### src/rtl/stq_pkg.sv
package stq_pkg;
  localparam logic [2:0] A_DATA  = 3'd0;
  localparam logic [2:0] A_STAT  = 3'd1;
  localparam logic [2:0] A_CTRL  = 3'd2;
  localparam logic [2:0] A_LEVEL = 3'd3;
  localparam logic [2:0] A_DIV   = 3'd4;

  function automatic int unsigned trig_bytes(input logic [1:0] sel);
    case (sel)
      2'd0:    return 8;
      2'd1:    return 4;
      2'd2:    return 2;
      default: return 0;
    endcase
  endfunction
endpackage

### src/rtl/stq_fifo.sv
module stq_fifo #(
  parameter int DEPTH = 64,
  parameter int W     = 8,
  localparam int PTR_W = $clog2(DEPTH),
  localparam int LVL_W = $clog2(DEPTH + 1)
) (
  input  logic             clk_i,
  input  logic             rst_ni,
  input  logic             flush_i,
  input  logic             push_i,
  input  logic [W-1:0]     din_i,
  input  logic             pop_i,
  output logic [W-1:0]     dout_o,
  output logic [LVL_W-1:0] level_o,
  output logic             full_o,
  output logic             empty_o
);
  logic [W-1:0]     mem [DEPTH];
  logic [PTR_W-1:0] wr_ptr, rd_ptr;
  logic [LVL_W-1:0] level;

  function automatic logic [PTR_W-1:0] nxt(input logic [PTR_W-1:0] p);
    return (p == PTR_W'(DEPTH - 1)) ? '0 : p + 1'b1;
  endfunction

  always_ff @(posedge clk_i) begin
    if (push_i) mem[wr_ptr] <= din_i;
  end

  always_ff @(posedge clk_i or negedge rst_ni) begin
    if (!rst_ni) begin
      wr_ptr <= '0;
      rd_ptr <= '0;
      level  <= '0;
    end else if (flush_i) begin
      wr_ptr <= '0;
      rd_ptr <= '0;
      level  <= '0;
    end else begin
      if (push_i) wr_ptr <= nxt(wr_ptr);
      if (pop_i)  rd_ptr <= nxt(rd_ptr);
      case ({push_i, pop_i})
        2'b10:   level <= level + 1'b1;
        2'b01:   level <= level - 1'b1;
        default: level <= level;
      endcase
    end
  end

  assign dout_o  = mem[rd_ptr];
  assign level_o = level;
  assign full_o  = (level == LVL_W'(DEPTH));
  assign empty_o = (level == '0);
endmodule

### src/rtl/stq_shifter.sv
module stq_shifter #(
  parameter int DIV_W = 16
) (
  input  logic             clk_i,
  input  logic             rst_ni,
  input  logic             en_i,
  input  logic [DIV_W-1:0] div_i,
  input  logic             avail_i,
  input  logic [7:0]       data_i,
  output logic             pop_o,
  output logic             line_o,
  output logic             busy_o,
  output logic             end_o
);
  localparam int FRAME_BITS = 10;

  logic [FRAME_BITS-1:0] frame_q;
  logic [3:0]            bit_q;
  logic [DIV_W-1:0]      baud_q;
  logic                  busy_q;
  logic                  tick, last;

  assign tick   = (baud_q == div_i);
  assign last   = (bit_q == 4'(FRAME_BITS - 1));
  assign pop_o  = en_i & ~busy_q & avail_i;
  assign end_o  = en_i & busy_q & tick & last;
  assign line_o = busy_q ? frame_q[0] : 1'b1;
  assign busy_o = busy_q;

  always_ff @(posedge clk_i or negedge rst_ni) begin
    if (!rst_ni) begin
      frame_q <= '1;
      bit_q   <= '0;
      baud_q  <= '0;
      busy_q  <= 1'b0;
    end else if (!en_i) begin
      busy_q  <= 1'b0;  // abandon partial frame
      frame_q <= '1;
    end else if (!busy_q) begin
      if (avail_i) begin
        frame_q <= {1'b1, data_i, 1'b0};
        bit_q   <= '0;
        baud_q  <= '0;
        busy_q  <= 1'b1;
      end
    end else if (tick) begin
      baud_q <= '0;
      if (last) begin
        busy_q <= 1'b0;
      end else begin
        frame_q <= {1'b1, frame_q[FRAME_BITS-1:1]};
        bit_q   <= bit_q + 1'b1;
      end
    end else begin
      baud_q <= baud_q + 1'b1;
    end
  end
endmodule

### src/rtl/stq_flag.sv
module stq_flag (
  input  logic clk_i,
  input  logic rst_ni,
  input  logic flag_i,
  input  logic rd_stat_i,
  input  logic wr_stat_i,
  input  logic wbit_i,
  output logic clr_o
);
  logic armed_q;

  assign clr_o = armed_q & flag_i & wr_stat_i & ~wbit_i;

  always_ff @(posedge clk_i or negedge rst_ni) begin
    if (!rst_ni)                armed_q <= 1'b0;
    else if (!flag_i || clr_o)  armed_q <= 1'b0;
    else if (rd_stat_i)         armed_q <= 1'b1;
  end
endmodule

### src/rtl/serial_tx_queue.sv
module serial_tx_queue #(
  parameter int DEPTH   = 64,
  parameter int DIV_W   = 16,
  parameter int DIV_RST = 15,
  parameter int BUS_W   = 16,
  localparam int LVL_W  = $clog2(DEPTH + 1)
) (
  input  logic             clk_i,
  input  logic             rst_ni,
  input  logic             wr_i,
  input  logic             rd_i,
  input  logic [2:0]       addr_i,
  input  logic [BUS_W-1:0] wdata_i,
  output logic [BUS_W-1:0] rdata_o,
  output logic             tx_o
);
  import stq_pkg::*;

  logic             en_q, dir_q, pdat_q;
  logic [1:0]       sel_q;
  logic [DIV_W-1:0] div_q;
  logic             low_q, done_q, ovf_q;
  logic [LVL_W-1:0] level;
  logic             full, empty, pop, busy, end_pulse, line;
  logic [7:0]       fifo_dout;
  logic             wr_data, wr_stat, wr_ctrl, rd_stat, push, flush;
  logic [LVL_W-1:0] trig;
  logic [1:0]       flag_val, clr_hit;

  assign wr_data = wr_i & (addr_i == A_DATA);
  assign wr_stat = wr_i & (addr_i == A_STAT);
  assign wr_ctrl = wr_i & (addr_i == A_CTRL);
  assign rd_stat = rd_i & (addr_i == A_STAT);
  assign push    = wr_data & ~full;
  assign flush   = wr_ctrl & en_q & ~wdata_i[0];
  assign trig    = LVL_W'(trig_bytes(sel_q));

  stq_fifo #(.DEPTH(DEPTH), .W(8)) u_fifo (
    .clk_i, .rst_ni,
    .flush_i(flush), .push_i(push), .din_i(wdata_i[7:0]),
    .pop_i(pop), .dout_o(fifo_dout),
    .level_o(level), .full_o(full), .empty_o(empty)
  );

  stq_shifter #(.DIV_W(DIV_W)) u_shift (
    .clk_i, .rst_ni,
    .en_i(en_q), .div_i(div_q), .avail_i(~empty), .data_i(fifo_dout),
    .pop_o(pop), .line_o(line), .busy_o(busy), .end_o(end_pulse)
  );

  assign flag_val = {done_q, low_q};

  for (genvar g = 0; g < 2; g++) begin : g_flag
    stq_flag u_flag (
      .clk_i, .rst_ni,
      .flag_i(flag_val[g]), .rd_stat_i(rd_stat), .wr_stat_i(wr_stat),
      .wbit_i(wdata_i[g]), .clr_o(clr_hit[g])
    );
  end

  always_ff @(posedge clk_i or negedge rst_ni) begin
    if (!rst_ni) begin
      en_q   <= 1'b0;
      sel_q  <= '0;
      dir_q  <= 1'b0;
      pdat_q <= 1'b0;
      div_q  <= DIV_W'(DIV_RST);
    end else begin
      if (wr_ctrl) begin
        en_q   <= wdata_i[0];
        sel_q  <= wdata_i[2:1];
        dir_q  <= wdata_i[3];
        pdat_q <= wdata_i[4];
      end
      if (wr_i && addr_i == A_DIV) div_q <= wdata_i[DIV_W-1:0];
    end
  end

  always_ff @(posedge clk_i or negedge rst_ni) begin
    if (!rst_ni) begin
      low_q  <= 1'b1;
      done_q <= 1'b1;
      ovf_q  <= 1'b0;
    end else begin
      low_q  <= (level <= trig) | (low_q & ~clr_hit[0]);
      // done only while idle and empty; set by the final stop bit
      done_q <= ~push & empty & (end_pulse | (~busy & done_q & ~clr_hit[1]));
      ovf_q  <= (wr_data & full) | (ovf_q & ~(wr_stat & ~wdata_i[2]));
    end
  end

  always_comb begin
    rdata_o = '0;
    case (addr_i)
      A_STAT:  rdata_o[2:0] = {ovf_q, done_q, low_q};
      A_CTRL:  rdata_o[4:0] = {pdat_q, dir_q, sel_q, en_q};
      A_LEVEL: rdata_o[LVL_W-1:0] = level;
      A_DIV:   rdata_o[DIV_W-1:0] = div_q;
      default: rdata_o = '0;
    endcase
  end

  assign tx_o = en_q ? line : (dir_q ? pdat_q : 1'b1);
endmodule

### config.mk
export PLATFORM = sky130hd
export DESIGN_NAME = serial_tx_queue
export DESIGN_NICKNAME = d
export VERILOG_FILES = /design/src/rtl/stq_pkg.sv /design/src/rtl/stq_fifo.sv /design/src/rtl/stq_shifter.sv /design/src/rtl/stq_flag.sv /design/src/rtl/serial_tx_queue.sv
export SDC_FILE = /design/constraint.sdc
export NUM_CORES = 1
export LEC_CHECK = 0
export ABC_AREA = 0
export BUFFER_PORTS_ARGS = -buffer_cell sky130_fd_sc_hd__clkbuf_2
export CORE_MARGIN = 5
export CORE_UTILIZATION = 44
export DETAILED_ROUTE_END_ITERATION = 16
export PLACE_DENSITY = 0.62
export SYNTH_ARGS = -nofsm -noshare
export SYNTH_HDL_FRONTEND = slang
export SYNTH_SLANG_ARGS = --single-unit
### constraint.sdc
create_clock -name clk_i -period 5.77 [get_ports clk_i]
set_input_delay 0.2885 -clock clk_i [delete_from_list [all_inputs] [get_ports clk_i]]
set_output_delay 0.2885 -clock clk_i [all_outputs]
set_load 0.05 [all_outputs]
======== Word-level counts from Yosys, hierarchy flattened ========
Memory sizes are Yosys's and may differ from the RTL's.
Cells that the tools add are included.
storage, ports and cells
  bits in registers ....................... 76
  latch bits .............................. 0
  RAM bits ................................ 512
  memory bits (read-only) ................. 0
  logic and storage cells ................. 137
  memories kept ........................... 1
memories
  memory      depth  width  rd ports  clocked after memory_dff  write ports  line            RTL
  u_fifo.mem  64     8      1         0                         1            stq_fifo.sv:18  logic [W-1:0] mem [DEPTH];
cells by class
  add/subtract/negate cells ............... 6
  multipliers ............................. 0
  divide/modulo/power cells ............... 0
  magnitude comparators ................... 1
  equal/unequal tests ..................... 19
  shift-type cells ........................ 0
  mux-type cells .......................... 38
  bitwise operators ....................... 39
  reductions and logical operators ........ 16
operators by type and width
  operator                                             number
  2-to-1 mux 10 bit                                    5
  2-to-1 mux 16 bit                                    3
  2-to-1 mux 6 bit                                     6
  bitwise AND 1 bit                                    26
  adder 16 x 1 -> 16 bit, second input constant        1
  equality test 16 bit                                 1
  2-to-1 mux 4 bit                                     4
  case mux 7 bit (2 select lines)                      1
  2-to-1 mux 1 bit                                     13
  adder 6 x 1 -> 6 bit, second input constant          2
  equality test 6 bit, second input constant           2
  case mux 3 bit (4 select lines)                      1
  case mux 4 bit (3 select lines)                      1
  NOT 1 bit                                            10
  2-to-1 mux 9 bit                                     1
  nonzero test 2 bit                                   4
  adder 7 x 1 -> 7 bit, second input constant          1
  equality test 7 bit, second input constant           1
  less-or-equal comparator 7 bit                       1
  logical NOT 7 bit                                    1
  2-to-1 mux 7 bit                                     1
  subtractor 7 x 1 -> 7 bit, second input constant     1
  equality test 3 x 2 -> 1 bit, second input constant  2
  inequality test 3 bit, second input constant         2
  21 further kinds                                     28

======== Longest topological paths before layout ========
Gate-level depths: netlist of the first run.
  depth after elaboration ................. 8
  depth in mapped cells ................... 12
  mapped depth without buffers ............ 9

======== Modules after synthesis ========
From an unflattened synthesis of the first run, not the netlist that was laid out.
second synthesis, totals
  cells, all modules ...................... 1407
  area, all modules ....................... 24403.4 um2
by module, submodules not included
  module           instances  cells an instance  area each (um2)
  stq_fifo         1          1058               20930.1
  stq_shifter      1          224                2035.7
  serial_tx_queue  1          115                1337.5
  stq_flag         2          5                  50.0

======== Least setup slack after synthesis of the first run ========
No wires, ideal clock.
  kind .................................... register to register
  from .................................... register u_fifo.level[1], in the netlist u_fifo.level_o[1]
  to ...................................... register u_fifo.level[6], in the netlist u_fifo.level_o[6]
  library setup time ...................... 0.146 ns
  arrival time ............................ 2.755 ns
  data required time ...................... 5.624 ns
  slack ................................... 2.869 ns
  stages on the path, launching flop included .. 13
  clock period less this slack ............ 2.901 ns
  path through ............................ dfrtp_1 > buf_6 > or4_4 > buf_6 > o31ai_4 > buf_4 > nor2_1 > xnor2_1 > ha_1 > o21ai_0 > nor4b_1 > o21ai_0 > nor3b_1
on the way
  cells in the longest elaborated chain, start to end .. 6
  elaborated cells on any way between the ends .. 13
  classes of those cells .................. 2 x add/sub; 3 x eq/ne; 2 x mux; 4 x bitwise; 2 x reduce/logical
ends and longest elaborated chain
  what                                                               line            RTL
  from (decl)                                                        stq_fifo.sv:20  logic [LVL_W-1:0] level;
  from (signal assigned)                                             stq_fifo.sv:43  2'b10: level <= level + 1'b1;
  from (signal assigned)                                             stq_fifo.sv:44  2'b01: level <= level - 1'b1;
  from (signal assigned)                                             stq_fifo.sv:45  default: level <= level;
  branches (longest 6 deep; another with subtractor 7 x 1 -> 7 bit)  -
Parallel ways; which one is timed is not known.
A chain may end at the register's enable or synchronous reset.

======== Final worst setup path of the first run ========
  from .................................... register u_fifo.rd_ptr[2]
  to ...................................... register u_shift.frame_q[7]
on the way
  cells in the longest elaborated chain, start to end .. 4
ends and longest elaborated chain
  what                      line               RTL
  from (decl)               stq_fifo.sv:19     logic [PTR_W-1:0] wr_ptr, rd_ptr;
  from (signal assigned)    stq_fifo.sv:41     if (pop_i) rd_ptr <= nxt(rd_ptr);
  memory read (64 x 8 bit)  -
  2-to-1 mux 10 bit         stq_shifter.sv:40  if (avail_i) begin
  2-to-1 mux 10 bit         stq_shifter.sv:39  end else if (!busy_q) begin
  2-to-1 mux 10 bit         stq_shifter.sv:36  end else if (!en_i) begin
  to (signal assigned)      stq_shifter.sv:41  frame_q <= {1'b1, data_i, 1'b0};
  to (signal assigned)      stq_shifter.sv:51  frame_q <= {1'b1, frame_q[FRAME_BITS-1:1]};
  to (decl)                 stq_shifter.sv:17  logic [FRAME_BITS-1:0] frame_q;
No other way between the ends. The select of a mux whose other input is x is not followed.

==> results.cfg, run 1 <==
[clock_tree]
cts_root_buf = clkbuf_16
cts_hold_buf = 9
cts_buffers = 59
postCtsSetupRepairBufs = 0
insertion_delay_ns = 0.62
cts_sinks = 587
cts_tree = yes
cts_resized = 0
cts_buffer_depth = 3
htree_levels = 2
cts.clk_slew.worst_paths_ns = 0.06

[timing]
fin_crit_ns = 3.628
hold_violations = 0
fin_crit_sh_pct = 62.87
whs_ns = 0.07258
rsz0062_at_grt = no
fmax_mhz = 275.7
slew_headroom_pct = 22.43
max_slew.worst_pin.slew_ns = 1.159
skew_ns = 0.02486
setup_viol_count_final = 0
tns_ns = 0
slew_viol_final = 0

[final_layout]
final_common_cell = edfxtp_1
n_antenna_cell = 0
final-seq-area_sq_um = 17280
multi_input_area_sq_um = 6555
post-route-util_pct = 49.43
fillers = 4568
area_growth_syn_to_layout_pct = 11.60
mostFrequentLayoutCells = edfxtp_1 (512), nor2_1 (106), mux4_2 (81)
fin_nets = 1515
drive_gt1_share_pct = 22.09

[setup_path]
path_class = reg2reg
crit_chain = nand2_1, o22a_1, and3_1, a2111oi_0, a222oi_1
arrival_ns = 4.15
cp-startpoint = u_fifo.rd_ptr[2]
crit_required_ns = 6.29
slowest_stage = dfrtp_1
ff2ff_path_depth = 5
ff2ff_setup_slack_ns = 2.14
max_stage_delay_ns = 1.06
crit_fanout = 24
crit_path_end_kind = flop
r2r-end = u_shift.frame_q[7]
start_kind = flop
crit_end = u_shift.frame_q[7]
path_buf_inv = 0
cp_top_family = compound AO/OA/AOI/OAI gates
rr_startpoint = u_fifo.rd_ptr[2]
worst-path-stages = 5

[yosys]
synthSimpleGateAreaFrac_pct = 6.511
yosys_warnings = 0
synth.cell_area_sq_um = 24310
yosysSeqAreaShare_pct = 71.05
syn_area_per_cell_sq_um = 16.99
synth_fa_ha_area_share_pct = 0.5147
ys_types = 68
synth_top_area_share_pct = 63.25
synth-compound-area-share_pct = 5.461
synth_area_leaders = edfxtp_1 (63%), mux4_2 (7.5%), dfrtp_1 (6.2%)
synth_nets = 1464
syn_inst = 1431
synth_top_family_by_area = multiplexers
synth_mux_area_share_pct = 13.20
ys_seq_elements = 587
synth_flop_cell = edfxtp_1
synth_top_area_cell = edfxtp_1
synth_xor_xnor_area_share_pct = 1.225
synth_edf_count = 512
async_flop_share_pct = 12.78

[global_route]
track_usage_pct = 18.26
gr-max-usage-layer = met2
grtUsageMet1_pct = 26.12
grt_max_degree = 95
grt_pass1_vias = 13110
use_met3_pct = 3.038
antenna_found_initial = 0
grt_use_met2_pct = 29.26
grt_pass1_wl_um = 83450
grt.overflow.total = 0

[floorplan]
start_util_pct = 44.30
die_w_um = 245.0
io-pin-count = 40
core_sq_um = 54880
die_y_um = 245.0
die_area_sq_um = 60050
rows = 86

[power]
vdd_drop_max_mv = 0.3215
powerDensity_nw_per_um2 = 425.9
total_power_mw = 11.55
leakage_nw = 8.902

[place]
place_congestion = 0.8355
io_buffer_count = 39
hpwl_um = 32980

[drt]
wl_per_cell_um = 24.58
final_antenna_net_count = 0
wl_um = 54910
vias = 12890
drtPass1Iterations = 5
route.detailed.drc = 0
post_drt_via_cell_ratio = 5.768
initialDrtViolationCount = 1115

[worst_hold_path]
hold_path_class = in2reg

[status]
outcome = complete, no violations

[run]
cap_violations = 0
[state kept, by name, summed over array words and instances (netlist names), 2 cells and up]
signal / cells
u_shift.bit_q: 4
u_fifo.rd_ptr: 6
u_fifo.wr_ptr: 6
u_shift.frame_q: 9
u_fifo.mem: 512
sel_q: 2
u_shift.baud_q: 16
div_q: 16
g_flag.u_flag.armed_q: 2
u_fifo.level_o: 7
[report_power, final]
part / total (mW) / internal (mW) / switching [mW]
combinational: 2.70 / 1.21 / 1.49
sequential: 5.16 / 4.79 / 0.364
clock: 3.69 / 2.12 / 1.57
total: 11.6 / 8.12 / 3.43
[worst min-delay path by stage]
stage                      start                       end  slack (ns)  cells past startpoint
after floorplan           rst_ni                     dir_q      -0.007                      0
after global placement    rst_ni                 div_q[13]        0.27                      1
after detailed placement  rst_ni                 div_q[11]        0.28                      1
after CTS                   rd_i  g_flag[0].u_flag.armed_q        0.05                      3
after global routing        rd_i  g_flag[0].u_flag.armed_q        0.07                      3
final                       rd_i  g_flag[0].u_flag.armed_q        0.07                      3
[synthesized netlist by cell type, drive strengths merged, types with 28 or more instances]
cell and instances:
mux2i 63, nand2 63, edfxtp 512, nor2 109, a22o 28, nor3 30, clkbuf 28, dfrtp 60
mux4 81, a22oi 42, buf 52, mux2 67, xnor2 32
[metrics by stage]
step	cell area, sq um	setup slack [ns]	std cells
2_1_floorplan	24310	2.869	1431
3_3_place_gp	25170	2.297	2116
3_5_place_dp	25170	2.173	2116
4_1_cts	27130	2.246	2234
5_1_grt	27130	2.006	2234
6_report	27130	2.142	2234
[logic make-up (layout without fill, tap and decap cells)]
logic type / Yosys count / in the layout
adders and majority gates: 10 / 10
DFF: 587 / 587
buffers and inverters: 102 / 201
AOI/OAI and AO/OA: 170 / 170
xor gates and xnor gates: 34 / 34
muxes: 211 / 211
and+or+nand+nor: 317 / 317
[worst register-to-register path, stage by stage, from the launching register on]
cell and delay (ns):
dfrtp_1 1.06, nand2_1 0.96, o22a_1 0.47, and3_1 0.20
a2111oi_0 0.66, a222oi_1 0.19
[final cells by class]
| type | instances | share of cell area, % |
|---|---|---|
| multi-input cells | 742 | 24.16 |
| repair buffers | 70 | 1.716 |
| clock inverters | 37 | 1.181 |
| clock buffers | 72 | 5.701 |
| well taps | 704 | 3.247 |
| flip-flops and latches | 587 | 63.69 |
| inverters | 22 | 0.3044 |
[metal layers]
metal  routed length, um  vias up
met1               24010     6633
met5                   0        -
li1                    -     5763
met4                1310        0
met3                3142       88
met2               26440      401
Note: power is estimated with default switching activity, not from simulation.
==> run 2, diff against run 1 <==
PLACE_DENSITY = 0.64   (was 0.62)
clock period = 3 ns   (was 5.77 ns; I/O delays follow)
==> results.cfg, run 2 (same netlist as run 1, synthesis figures left out) <==
[drt]
wl_per_cell_um = 24.33
met1Wirelength_um = 24520
drtPass1Iterations = 5
wl_met2_um = 27550
post_drt_via_cell_ratio = 5.774
vias = 13590
final_antenna_net_count = 0
top_layer = met5
wl_um = 57260
route.detailed.drc = 0
routed-wl-met3_um = 3859
initialDrtViolationCount = 1258

[worst_hold_path]
hold_path_class = in2reg
min_to = ovf_q
hp-start = addr_i[2]
holdPathStages = 5

[timing]
rsz0062_at_grt = no
slew_headroom_pct = 25.08
slew_viol_final = 0
fmax_mhz = 354.4
hold_violations = 0
skew_ns = 0.01732
fin_crit_sh_pct = 94.06
setup_viol_count_final = 0
tns_ns = 0
fin_crit_ns = 2.822
max_slew.worst_pin.slew_ns = 1.124

[final_layout]
fin_nets = 1637
reg_top3 = u_fifo.mem x512, div_q x16, u_shift.baud_q x16
drive_gt1_share_pct = 27.96
mostFrequentLayoutCells = edfxtp_1 (512), buf_4 (132), nor2_1 (106)
largest-register = u_fifo.mem
area_growth_syn_to_layout_pct = 16.14
final-instance-count-excl-fill = 2353
final_common_cell = edfxtp_1
largest_reg_flops = 512
fillers = 4463
n_antenna_cell = 0

[clock_tree]
insertion_delay_ns = 0.61
cts_buffers = 59
cts.clk_slew.worst_paths_ns = 0.07
cts_buffer_depth = 3
cts_tree = yes
htree_levels = 2
cts_root_buf = clkbuf_16
postCtsSetupRepairBufs = 0
cts_sinks = 587

[setup_path]
ff2ff_path_depth = 7
crit_fanout = 18
r2r-end = u_shift.frame_q[3]
crit_path_end_kind = flop
arrival_ns = 3.33
ff2ff_setup_slack_ns = 0.18
rr_startpoint = u_fifo.rd_ptr[0]
crit_required_ns = 3.50
path_class = reg2reg
start_kind = flop

[global_route]
antenna_found_initial = 1
grt_pass1_wl_um = 88220
grt_max_degree = 76
track_usage_pct = 19.18
grt_pass1_vias = 13840
grt.overflow.total = 0

[run]
cap_violations = 0

[floorplan]
die_y_um = 245.0
io-pin-count = 40
start_util_pct = 44.30
die_w_um = 245.0
die_area_sq_um = 60050
rows = 86
core_sq_um = 54880

[power]
powerDensity_nw_per_um2 = 812.3
vdd_drop_max_mv = 0.5232
leakage_nw = 9.605

[place]
dp.cells = 2235
place_congestion = 0.8493
io_buffer_count = 39
hpwl_um = 37060

[status]
outcome = complete, no violations
==> run 2: cell count changes in the layout (fill, tap and decap cells not counted), sizes merged <==
| cell | delta |
|---|---|
| bufinv | +2 |
| dlygate4sd3 | +3 |
| inv | -1 |
| clkbuf | -2 |
| clkinv | -3 |
| clkinvlp | +1 |
| buf | +119 |
==> run 2: worst max-delay path by stage <==
| stage | startpoint | to | slack, ns | cells after the start |
|---|---|---|---|---|
| CTS | u_fifo.rd_ptr[0] | u_shift.frame_q[6] | 0.22 | 7 |
| finish | u_fifo.rd_ptr[0] | u_shift.frame_q[3] | 0.18 | 7 |
| floorplan | u_fifo.level_o[1] | u_fifo.level_o[6] | 0.1 | 12 |
| global route | u_fifo.rd_ptr[0] | u_shift.frame_q[6] | 0.06 | 7 |
| global placement | u_fifo.rd_ptr[0] | u_shift.frame_q[6] | 0.24 | 7 |
| detailed placement | u_fifo.rd_ptr[0] | u_shift.frame_q[6] | 0.23 | 7 |
==> run 2: through the flow <==
| stage | util [%] | worst slack (ns) | total power [mW] | area (sq um) | hold WS (ns) |
|---|---|---|---|---|---|
| 2_1_floorplan | - | 0.09879 | 13.75 | 24310 | -0.1456 |
| 3_3_place_gp | 47.70 | 0.2448 | 15.66 | 26180 | 0.3695 |
| 3_5_place_dp | 47.70 | 0.2282 | 15.73 | 26180 | 0.3745 |
| 4_1_cts | 51.45 | 0.2197 | 23.10 | 28230 | 0.02578 |
| 5_1_grt | 51.45 | 0.05805 | 23.92 | 28230 | 0.08104 |
| 6_report | 51.45 | 0.1781 | 22.93 | 28230 | 0.06920 |
==> run 2: report_power, final <==
| part | internal, mW | total [mW] | leakage, nW | switching [mW] |
|---|---|---|---|---|
| combinational | 2.68 | 5.85 | 3.12 | 3.17 |
| sequential | 9.22 | 9.72 | 5.53 | 0.496 |
| clock | 4.33 | 7.36 | 0.955 | 3.03 |
==> run 2: metal layers <==
layer	GRT usage, %	vias up
met5	0	-
met4	5.116	2
met3	3.256	93
met2	30.85	484
met1	27.47	6993
li1	-	6014
==> run 2: cell type report <==
class                      count  area [sq um]  area share (%)
inverter                      22         82.58          0.2925
clock inverter                36         356.6           1.263
sequential                   587         17280           61.20
multi-input combinational    742          6553           23.21
tap                          704         880.8           3.120
clock buffer                  70          1580           5.597
timing repair buffer         192          1501           5.318
==> run 2: worst max-delay path, cell delays in order, from the launching register on <==
cell and delay [ns]:
dfrtp_4 0.71, buf_12 0.24, nand2b_1 0.31, buf_4 0.26, o22ai_1 0.14, nor3_1 0.52
nor4_1 0.19, a222oi_1 0.34
==> run 2: repair_timing <==
action                    in CTS  in global routing
hold buffers                  12                  0
hold endpoints to repair      73                  0
resized for setup              0                  0
